**src/rtl/ptrdir_entry.sv**
```systemverilog
module ptrdir_entry #(
  parameter int NODES  = 16,
  parameter int PTRS   = 4,
  parameter int GROUP  = 4,
  parameter int POLICY = 0
) (
  input  logic                     clk,
  input  logic                     rst_n,
  input  logic                     cmd_valid,
  input  logic [1:0]               cmd_op,
  input  logic [$clog2(NODES)-1:0] cmd_node,
  output logic                     cmd_ready,
  output logic                     inv_valid,
  output logic [$clog2(NODES)-1:0] inv_node,
  output logic                     inv_all,
  output logic                     inv_done
);
  localparam int IDW  = $clog2(NODES);
  localparam int GRPS = NODES / GROUP;
  localparam int GW   = (GRPS > 1) ? $clog2(GRPS) : 1;
  localparam int PW   = (PTRS > 1) ? $clog2(PTRS) : 1;
  localparam int SCW  = IDW + 1;

  localparam logic [1:0] OP_ADD = 2'b01;
  localparam logic [1:0] OP_WR  = 2'b10;
  localparam logic [1:0] OP_CLR = 2'b11;

  logic [IDW-1:0]  ptr [PTRS];
  logic [PTRS-1:0] vld;
  logic            ovf, crs, busy;
  logic [GRPS-1:0] cvec;
  logic [PW-1:0]   vic;
  logic [SCW-1:0]  scan;
  logic [IDW-1:0]  wr_node;

  function automatic logic [GW-1:0] grp(input logic [IDW-1:0] n);
    logic [IDW-1:0] q;
    q = n / IDW'(GROUP);
    return q[GW-1:0];
  endfunction

  assign cmd_ready = !busy;

  logic accept;
  assign accept = cmd_valid && !busy;

  logic            hit, free_any;
  logic [PW-1:0]   free_idx;
  logic [GRPS-1:0] conv;
  always_comb begin
    hit = 1'b0;
    free_any = 1'b0;
    free_idx = '0;
    conv = '0;
    for (int i = PTRS - 1; i >= 0; i--) begin
      if (!vld[i]) begin
        free_any = 1'b1;
        free_idx = PW'(i);
      end
    end
    for (int i = 0; i < PTRS; i++) begin
      if (vld[i] && ptr[i] == cmd_node) hit = 1'b1;
      if (vld[i]) conv[grp(ptr[i])] = 1'b1;
    end
    conv[grp(cmd_node)] = 1'b1;
  end

  logic [IDW-1:0] sn;
  logic           s_hit, s_last;
  always_comb begin
    if (crs) begin
      sn    = scan[IDW-1:0];
      s_hit = cvec[grp(sn)] && (sn != wr_node);
    end else begin
      sn    = ptr[scan[PW-1:0]];
      s_hit = vld[scan[PW-1:0]] && (sn != wr_node);
    end
    if (ovf)      s_last = 1'b1;
    else if (crs) s_last = (scan == SCW'(NODES - 1));
    else          s_last = (scan == SCW'(PTRS - 1));
  end

  always_ff @(posedge clk or negedge rst_n) begin
    if (!rst_n) begin
      for (int i = 0; i < PTRS; i++) ptr[i] <= '0;
      vld       <= '0;
      ovf       <= 1'b0;
      crs       <= 1'b0;
      cvec      <= '0;
      vic       <= '0;
      busy      <= 1'b0;
      scan      <= '0;
      wr_node   <= '0;
      inv_valid <= 1'b0;
      inv_node  <= '0;
      inv_all   <= 1'b0;
      inv_done  <= 1'b0;
    end else begin
      inv_valid <= 1'b0;
      inv_all   <= 1'b0;
      inv_done  <= 1'b0;
      if (busy) begin
        if (ovf) begin
          inv_all  <= 1'b1;
          inv_node <= wr_node;
        end else if (s_hit) begin
          inv_valid <= 1'b1;
          inv_node  <= sn;
        end
        if (s_last) begin
          busy     <= 1'b0;
          inv_done <= 1'b1;
          scan     <= '0;
          vld      <= PTRS'(1);
          ptr[0]   <= wr_node;
          ovf      <= 1'b0;
          crs      <= 1'b0;
          cvec     <= '0;
          vic      <= '0;
        end else begin
          scan <= scan + SCW'(1);
        end
      end else if (accept) begin
        case (cmd_op)
          OP_ADD: begin
            if (crs) begin
              cvec[grp(cmd_node)] <= 1'b1;
            end else if (ovf || hit) begin
              vld <= vld;
            end else if (free_any) begin
              vld[free_idx] <= 1'b1;
              ptr[free_idx] <= cmd_node;
            end else if (POLICY == 0) begin
              ovf <= 1'b1;
            end else if (POLICY == 1) begin
              ptr[vic]  <= cmd_node;
              inv_valid <= 1'b1;
              inv_node  <= ptr[vic];
              vic       <= (vic == PW'(PTRS - 1)) ? '0 : vic + PW'(1);
            end else begin
              crs  <= 1'b1;
              cvec <= conv;
              vld  <= '0;
            end
          end
          OP_WR: begin
            busy    <= 1'b1;
            scan    <= '0;
            wr_node <= cmd_node;
          end
          OP_CLR: begin
            vld  <= '0;
            ovf  <= 1'b0;
            crs  <= 1'b0;
            cvec <= '0;
            vic  <= '0;
          end
          default: ;
        endcase
      end
    end
  end

  logic dup;
  always_comb begin
    dup = 1'b0;
    for (int i = 0; i < PTRS; i++)
      for (int j = i + 1; j < PTRS; j++)
        if (vld[i] && vld[j] && ptr[i] == ptr[j]) dup = 1'b1;
  end


  no_dup_chk: assert property (@(posedge clk) disable iff (!rst_n) !dup);


  no_self_inv_chk: assert property (@(posedge clk) disable iff (!rst_n)
    (inv_valid && $past(busy)) |-> (inv_node != wr_node));


  bcast_shape_chk: assert property (@(posedge clk) disable iff (!rst_n)
    inv_all |-> (inv_done && !inv_valid));


  done_ready_chk: assert property (@(posedge clk) disable iff (!rst_n)
    inv_done |-> cmd_ready);


  busy_after_wr_chk: assert property (@(posedge clk) disable iff (!rst_n)
    (cmd_valid && cmd_ready && cmd_op == OP_WR) |=> !cmd_ready);
endmodule

```
**config.mk**
```make
export PLATFORM = sky130hd
export DESIGN_NAME = ptrdir_entry
export DESIGN_NICKNAME = d
export VERILOG_FILES = /design/src/rtl/ptrdir_entry.sv
export SDC_FILE = /design/constraint.sdc
export NUM_CORES = 1
export LEC_CHECK = 0
export BUFFER_PORTS_ARGS = -buffer_cell sky130_fd_sc_hd__buf_2
export CAP_MARGIN = 5
export CORE_MARGIN = 2
export CORE_UTILIZATION = 50
export CTS_BUF_LIST = sky130_fd_sc_hd__clkbuf_8
export DETAILED_ROUTE_END_ITERATION = 16
export PLACE_DENSITY = 0.75
export SETUP_SLACK_MARGIN = 0.3
export SLEW_MARGIN = 5
export SYNTH_ARGS = -nofsm -noshare
export SYNTH_HDL_FRONTEND = slang
export SYNTH_SLANG_ARGS = --single-unit
```
**constraint.sdc**
```tcl
create_clock -name clk -period 1.75 [get_ports clk]
set_input_delay 0.0875 -clock clk [delete_from_list [all_inputs] [get_ports clk]]
set_output_delay 0.0875 -clock clk [all_outputs]
set_load 0.01 [all_outputs]
```
# After elaboration in Yosys (flattened, before gate mapping)
# Index checks and enable logic that the tools add are counted.
[op_classes] n_reduce_logical=27 n_bitwise=7 n_addsub=1 n_lt_le_gt_ge=9 eq_ne=19 muxes=77
[op_table] cell="$mux W16" count=5
[op_table] cell="$mux W4" count=18
[op_table] cell="$mux W1" count=35
[op_table] cell="$reduce_and A6 Y1" count=4
[op_table] cell="$mux W5" count=4
[op_table] cell="$bwmux W16" count=1
[op_table] cell="$eq A4 B4 Y1" count=4
[op_table] cell="$pmux W4 S2" count=2
[op_table] cell="$ne A3 B3 Y1 const B" count=5
[op_table] cell="$lt A2 B3 Y1 const B" count=4
[op_table] cell="$logic_and A1 B1 Y1" count=10
[op_table] cell="$reduce_bool A2 Y1" count=5
[op_table] cell="$bmux W4 S2" count=1
[op_table] cell="$demux W4 S2" count=1
[op_table] cell="$mux W2" count=4
[op_table] cell="$ne A4 B4 Y1" count=2
[op_table] cell="$or A4 B4 Y4" count=2
[op_table] cell="$ge A3 B3 Y1 const B" count=2
[op_table] cell="$not A2 Y3" count=2
[op_table] cell="$reduce_and A3 Y1" count=2
[op_table] cell="$add A5 B1 Y5 const B" count=1
[op_table] cell="$eq A5 B2 Y1 const B" count=1
[op_table] cell="$eq A5 B4 Y1 const B" count=1
[op_table] cell="$bmux W1 S2" count=2
[op_table] cell="other kinds (14)" count=22
[word_totals] out_inout_bits=8 elab_cells=155 register_bits=43 in_bits=9

# Logic depth before layout (Yosys ltp)
# Gate-level depths: netlist of the first run.
[logic_depth] word_depth=16 depth_mapped=8 ltp_nobuf=7

# Least setup slack after synthesis of the first run
# No wires, ideal clock.
[synth_timing] path_type="register -> register" from="register scan[1]" to="register inv_node[0]" setup_time_ns=0.104 stages_incl_launch_ff=6 n_path_buf=1 arrival_ns=1.642 period_less_slack_ns=1.746 required_ns=1.646 path_slack_ns=0.004 cell_sequence="dfrtp_1 > clkbuf_1 > mux4_1 > o21ai_0 > a32oi_1 > o311ai_1"
[synth_between] elab_chain_len=9 word_cells_on_any_way=16 cone_classes="2 x eq/ne; 9 x mux; 1 x bitwise; 4 x reduce/logical"
[synth_rtl] item="start: declaration" line_no="33" text="logic [SCW-1:0] scan;"
[synth_rtl] item="start signal: assignment" line_no="121" text="scan <= scan + SCW'(1);"
[synth_rtl] item="$not A2 Y3 (not written as such)" line_no="75" text="sn = ptr[scan[PW-1:0]];"
[synth_rtl] item="$bmux W4 S2" line_no="75"
[synth_rtl] item="$mux W4 (not written as such) (2 in a row)" line_no="75"
[synth_rtl] item="$ne A4 B4 Y1" line_no="76" text="s_hit = vld[scan[PW-1:0]] && (sn != wr_node);"
[synth_rtl] item="$logic_and A1 B1 Y1" line_no="76"
[synth_rtl] item="$mux W1" line_no="71" text="if (crs) begin"
[synth_rtl] item="$reduce_bool A2 Y1 (no line)"
[synth_rtl] item="$reduce_and A2 Y1 (no line)"
[synth_rtl] item="end signal: assignment" line_no="105" text="inv_node <= wr_node;"
[synth_rtl] item="end signal: assignment" line_no="108" text="inv_node <= sn;"
[synth_rtl] item="end signal: assignment" line_no="138" text="inv_node <= ptr[vic];"
[synth_rtl] item="end: declaration" line_no="14" text="output logic [$clog2(NODES)-1:0] inv_node,"
# Several ways; a longest one is shown, not always the timed one. The select of a mux whose other input is x is not followed.
# A chain may end at the register's enable or synchronous reset.

# Worst setup path after layout of the first run
[layout_timing] from="register scan[0]" to="register inv_valid"
[layout_between] elab_chain_len=10 word_cells_on_any_way=14 cone_classes="2 x eq/ne; 9 x mux; 1 x bitwise; 2 x reduce/logical"
[layout_rtl] item="$not A2 Y3 (not written as such)" line_no="75"
[layout_rtl] item="$bmux W4 S2" line_no="75"
[layout_rtl] item="$mux W4 (not written as such) (2 in a row)" line_no="75"
[layout_rtl] item="$ne A4 B4 Y1" line_no="76"
[layout_rtl] item="$logic_and A1 B1 Y1" line_no="76"
[layout_rtl] item="$mux W1 (*)" line_no="71"
[layout_rtl] item="$mux W1 (*)" line_no="106" text="end else if (s_hit) begin"
[layout_rtl] item="$mux W1 (*)" line_no="103" text="if (ovf) begin"
[layout_rtl] item="$mux W1 (*)" line_no="102" text="if (busy) begin"
[layout_rtl] item="end signal: assignment" line_no="94" text="inv_valid <= 1'b0;"
[layout_rtl] item="end signal: assignment" line_no="99" text="inv_valid <= 1'b0;"
[layout_rtl] item="end signal: assignment" line_no="107" text="inv_valid <= 1'b1;"
[layout_rtl] item="end: declaration" line_no="13" text="output logic inv_valid,"
# Every way passes the cells marked *; elsewhere a longest branch is shown, timed or not. The select of a mux whose other input is x is not followed.

==> results of run 1 <==
## through the flow
step / power [W] / area (um^2) / hold WS (ns)
floorplan: 0.00329 / 2400 / -0.208
global placement: 0.00411 / 2760 / 0.168
detailed placement: 0.00419 / 2760 / 0.167
CTS: 0.00513 / 2960 / 0.181
global route: 0.00549 / 2990 / 0.198
finish: 0.00517 / 2990 / 0.173
## Yosys cell counts, types with 2 or more instances
| cell | n |
|---|---|
| nor3_1 | 7 |
| xnor2_1 | 4 |
| buf_4 | 2 |
| xor2_1 | 15 |
| mux2i_1 | 4 |
| mux2_2 | 16 |
| o21ai_0 | 4 |
| a21oi_1 | 7 |
| nand3_1 | 7 |
| o311ai_1 | 4 |
| a2111oi_0 | 4 |
| dfrtp_1 | 38 |
| nor2b_1 | 2 |
| inv_1 | 7 |
| nand3_2 | 2 |
| nand2_1 | 13 |
| nor2_1 | 16 |
| a32o_1 | 2 |
| mux4_2 | 4 |
| a211oi_1 | 4 |
| xnor2_2 | 3 |
| buf_6 | 3 |
| and2_1 | 2 |
| a32oi_1 | 4 |
| nor4_1 | 3 |
| a31oi_1 | 3 |
| clkbuf_1 | 3 |
## sequential cells by signal, indices dropped and copies added, names as in the netlist
signal and count:
ovf 1, scan 5, inv_done 1, inv_node 4, inv_valid 1, busy 1, vld 4, ptr 16
inv_all 1, wr_node 4
## logic make-up after synthesis
kind of cell	synth area share [%]
compound gates	12.2
xor+xnor	10.7
fa+ha+maj	0.552
buf+inv	4.58
flops	42.0
mux	14.9
simple gates	15.1
## final timing paths
| check | startpoint | end | slack (ns) | cells after the start |
|---|---|---|---|---|
| worst max register to register | scan[0] | inv_valid | -0.14 | 5 |
| worst min register to register | inv_node[3] | inv_node[3] | 0.52 | 2 |
| worst max-delay path | scan[0] | inv_valid | -0.14 | 5 |
| worst min-delay path | cmd_node[0] | ptr[4] | 0.17 | 2 |
| max in group asynchronous | rst_n | ptr[8] | 1.03 | 3 |
| min in group asynchronous | rst_n | scan[4] | 0.37 | 3 |
## cell type report
cell class              instances  area, um^2
clock inverters                 3        40.0
inverters                       8        35.0
clock buffers                   5        68.8
fillers                       322        1360
repair buffers                 58         410
flip-flops and latches         38         951
well taps                      52        65.1
multi-input cells             147        1420
## cell usage in the layout (no fill, tap or decap), types with 2 or more instances in the layout
| cell type | netlist | layout |
|---|---|---|
| xnor2_2 | 3 | 2 |
| a32o_1 | 2 | 2 |
| xor2_1 | 15 | 15 |
| nand3_1 | 7 | 6 |
| a211oi_1 | 4 | 2 |
| mux2i_1 | 4 | 4 |
| nand2_1 | 13 | 11 |
| xnor2_1 | 4 | 4 |
| a2111oi_2 | 0 | 3 |
| xnor2_4 | 1 | 2 |
| nor2_1 | 16 | 15 |
| mux2_2 | 16 | 4 |
| clkbuf_8 | 0 | 5 |
| clkinv_2 | 0 | 2 |
| o311ai_1 | 4 | 3 |
| nor3_1 | 7 | 5 |
| a32oi_1 | 4 | 4 |
| o311ai_2 | 1 | 2 |
| mux2_4 | 0 | 12 |
| and2_1 | 2 | 2 |
| and3_4 | 0 | 2 |
| a21oi_1 | 7 | 5 |
| nand2_2 | 1 | 2 |
| dfrtp_1 | 38 | 38 |
| a31oi_1 | 3 | 3 |
| a211oi_2 | 0 | 2 |
| inv_1 | 7 | 6 |
| buf_4 | 2 | 40 |
| nand3_4 | 0 | 2 |
| mux4_2 | 4 | 4 |
| nor4_2 | 0 | 2 |
| nand4_4 | 1 | 2 |
| o21ai_0 | 4 | 3 |
| buf_2 | 1 | 16 |
## metal layers
| metal | vias to the layer above | global-route usage, % | share of wire [%] |
|---|---|---|---|
| li1 | 861 | - | - |
| met1 | 902 | 32.9 | 45 |
| met2 | 60 | 36.2 | 49 |
| met3 | 11 | 4.78 | 4.3 |
| met4 | 0 | 9.01 | 2.0 |
| met5 | - | 0 | 0 |
## timing repair
action                                  4_1_cts  5_1_grt
pin swaps                                     5        6
gates resized for setup                       8        5
hold endpoints to repair                     38        0
gates cloned                                  1        0
hold buffers                                  1        0
buffers inserted                              3        1
endpoints found under the setup margin       36       32
## worst reg2reg max path, stage by stage, from the launching register on
cell	delay (ns)
dfrtp_1	0.40
buf_12	0.14
mux4_2	0.58
xnor2_4	0.24
nand4_2	0.19
and3_4	0.22
## report_power, final
part / internal [W] / leakage [nW] / switching [W]
clock network: 0.000420 / 0.0579 / 0.000322
registers: 0.00122 / 0.484 / 0.000377
logic: 0.00149 / 0.794 / 0.00134
total: 0.00313 / 1.34 / 0.00204
==> impl_metrics.tcl, run 1 <==
set metrics [dict create \
    status "finished with violations" \
    violations "negative setup slack" \
    setup_tns_ns -0.848 \
    fp.dieW_um 71.3 \
    final_hold_viol_count 0 \
    initial_core_util_pct 52.0 \
    htree_levels 2 \
    powerDensity_nw_per_um2 1730 \
    syn_to_final_growth_pct 32.0 \
    clockRootBuffer "clkbuf_8" \
    grt_max_degree 39 \
    grt_overflow 0 \
    rsz0062_at_grt "yes" \
    async_reset_ff_share_pct 100 \
    via_per_inst 5.90 \
    ys_types 47 \
    drt-pass1-iter-count 4 \
    dieArea_um2 5080 \
    vias 1834 \
    drtIter0Drc 68 \
    fin_crit_sh_pct 108 \
    cts_buffer_depth 2 \
    core_area_um2 4350 \
    syn_inst 203 \
    die_h_um 71.3 \
    critPathKind "register to register" \
    syn_area_um2 2260 \
    cp-end-kind "register" \
    antenna_found_initial 0 \
    setup_slack_ns -0.138 \
    path_clk_slew_ns 0.08 \
    synth_edf_count 0 \
    worstPathMaxFanout 5 \
    drive_above_1_share_pct 47.1 \
    p_leak_nw 1.34 \
    crit_arrival_ns 2.08 \
    drv_slew 0 \
    path_buf_inv 1 \
    final_nets 268 \
    cts_buffers 5 \
    tritoncts "yes" \
    seq_area_frac_synth_pct 42.0 \
    slew_headroom_pct 66.8 \
    ios 17 \
    peakVddDrop_uv 908 \
    portBuffers 16 \
    synth_top_area_share_pct 42.0 \
    dp_cells 297 \
    dp_slack_ns -0.107 \
    grt_pass1_vias 1843 \
    crit_chain "buf_12, mux4_2, xnor2_4, nand4_2, and3_4" \
    row_count 24 \
    yosysTopAreaCell "dfrtp_1" \
    max_freq_mhz 530 \
    wl_per_cell_um 17.6 \
    crit_required_ns 1.94 \
    skew_ns 0.00424 \
    clock_sinks 38 \
    critical-path-max-stage-delay_ns 0.58 \
    ys.flop_type "dfrtp_1" \
    synth_fp_nets 213 \
    slowest_stage "mux4_2" \
    worstMarginPinSlew_ns 0.498 \
    ys_warn_count 0 \
    fin_cells 311 \
    cp_top_family "multiplexers" \
    max_cap_viol_count 0 \
    grt_usage_pct 23.5 \
    setup_viol 11 \
    drtAntennaViolNets 0 \
    drt_wl_total_um 5460 \
    hold_class "input port to register" \
    avgSynthCellArea_um2 11.2 \
    drc 0 \
    hpwlAfterDp_um 3930 \
    ys_seq_elements 38 \
    ys_top_cells_by_area "dfrtp_1 (42%), mux2_2 (8.0%), xor2_1 (5.8%)" \
    utilization_pct 68.7 \
    start_kind "register" \
    clk_latency_ns 0.29 \
    fin_crit_ns 1.89 \
    place_congestion 0.858 \
    n_antenna_cell 0 \
    grt_first_pass_wirelength_um 9210 \
]
(Power assumes the default switching activity.)
==> inputs of run 2 (changes only) <==
- PLACE_DENSITY: 0.75 -> 0.71
==> impl_metrics.tcl, run 2 (synthesis results as in run 1) <==
set metrics [dict create \
    drv_slew 0 \
    clock_sinks 38 \
    antenna_found_initial 0 \
    slew_headroom_pct 67.4 \
    setup_slack_ns -0.0928 \
    grt_max_degree 39 \
    powerDensity_nw_per_um2 1750 \
    grt_overflow 0 \
    path_clk_slew_ns 0.08 \
    dp_slack_ns -0.0916 \
    status "finished with violations" \
    drt_wl_total_um 5510 \
    max_cap_viol_count 0 \
    syn_to_final_growth_pct 37.6 \
    multiInputGateArea_um2 1530 \
    max_freq_mhz 543 \
    cts_buffers 5 \
    skew_ns 0.00592 \
    largest_reg_flops 16 \
    fin_crit_sh_pct 105 \
    hpwlAfterDp_um 3800 \
    tritoncts "yes" \
    vias 1825 \
    critPathKind "register to register" \
    initial_core_util_pct 52.0 \
    clk_latency_ns 0.30 \
    drive_above_1_share_pct 50.2 \
    wl_per_cell_um 17.7 \
    n_antenna_cell 0 \
    p_leak_nw 1.35 \
    fin_cells 311 \
    fp.dieW_um 71.3 \
    dieArea_um2 5080 \
    worstMarginPinSlew_ns 0.490 \
    start_kind "register" \
    via_per_inst 5.87 \
    drtAntennaViolNets 0 \
    portBuffers 16 \
    grt_pass1_vias 1850 \
    cts_buffer_depth 2 \
    final_nets 268 \
    drt-pass1-iter-count 4 \
    drc 0 \
    layout_common_cells "dfrtp_1 (37), buf_4 (37), buf_2 (16), xor2_1 (15), nor2_1 (14)" \
    place_congestion 0.833 \
    crit_arrival_ns 2.01 \
    core_area_um2 4350 \
    ios 17 \
    crit_required_ns 1.92 \
    fin_crit_ns 1.84 \
    grt_usage_pct 23.1 \
    top_regs "ptr x16, scan x5" \
    htree_levels 2 \
    grt_first_pass_wirelength_um 9230 \
    dp_cells 297 \
    drtIter0Drc 73 \
    regMostFlops "ptr" \
    setup_viol 14 \
    seq_area_um2 952 \
    cp-end-kind "register" \
    final_hold_viol_count 0 \
    reg2reg_depth 6 \
    row_count 24 \
    hold_class "input port to register" \
    rsz0062_at_grt "yes" \
    die_h_um 71.3 \
    worstPathMaxFanout 5 \
    violations "negative setup slack" \
    rrSetupSlack_ns -0.09 \
    peakVddDrop_uv 791 \
    n_fill_cell 298 \
    hold_path_depth 2 \
    clockRootBuffer "clkbuf_8" \
]
run 2: cell types whose count changed in the layout (fill, tap and decap cells not counted), moves of 3 or more:
| cell | change |
|---|---|
| a21oi_1 | -3 |
| a21oi_4 | +3 |
| buf_6 | +3 |
| buf_4 | -3 |
run 2: layer usage:
metal | part of all wire, % | wire, um | global-route usage [%] | vias up
li1 | - | - | - | 854
met1 | 45 | 2480 | 32.5 | 921
met2 | 50 | 2760 | 37.1 | 44
met3 | 4.0 | 220 | 4.50 | 6
met4 | 0.94 | 52 | 6.08 | 0
met5 | 0 | 0 | 0 | -
run 2: timing repair:
| item | in CTS | in global routing |
|---|---|---|
| cloned | 1 | 0 |
| pin swaps | 15 | 5 |
| buffers inserted | 2 | 2 |
| setup endpoints to repair | 31 | 37 |
| resized for setup | 18 | 18 |
| endpoints found under the hold margin | 38 | 0 |
| hold buffers | 1 | 0 |
run 2: cell type report:
class,count,share of cell area [%]
multi-input cells,147,49.2
well taps,52,2.09
clock buffers,5,2.21
repair buffers,58,13.5
inverters,8,1.12
flip-flops and latches,38,30.5
clock inverters,3,1.32
run 2: final timing paths:
| kind | from | end |
|---|---|---|
| min in group asynchronous | rst_n | busy |
| max in group asynchronous | rst_n | vld[0] |
| min reg2reg | inv_node[1] | inv_node[1] |
| max | scan[0] | inv_node[3] |
| min | cmd_node[3] | ptr[11] |
| max reg2reg | scan[0] | inv_node[3] |
run 2: where the power goes:
group / leakage (nW) / internal [W] / switching, W / total (W)
clock network: 0.0556 / 0.000419 / 0.000323 / 0.000742
registers: 0.483 / 0.00122 / 0.000418 / 0.00164
logic: 0.809 / 0.00162 / 0.00144 / 0.00306
run 2: per-stage QoR:
step           total power (W)  hold WS, ns  instance area, um^2  setup TNS [ns]  utilization [%]
5_1_grt                0.00577        0.198                 3120           -2.11             71.6
3_3_place_gp           0.00403        0.167                 2760          -0.633             63.4
2_1_floorplan          0.00329       -0.208                 2400               0                -
4_1_cts                0.00519        0.184                 3010          -0.433             69.1
3_5_place_dp           0.00410        0.170                 2760           -1.24             63.4
6_report               0.00544        0.190                 3120          -0.722             71.6
run 2: worst max-delay path, stage by stage (launching register included):
cell and delay, ns:
dfrtp_1 0.37, buf_6 0.15, mux4_2 0.58, xnor2_4 0.22, nand4_2 0.19, nand2_1 0.11, o311ai_1 0.09
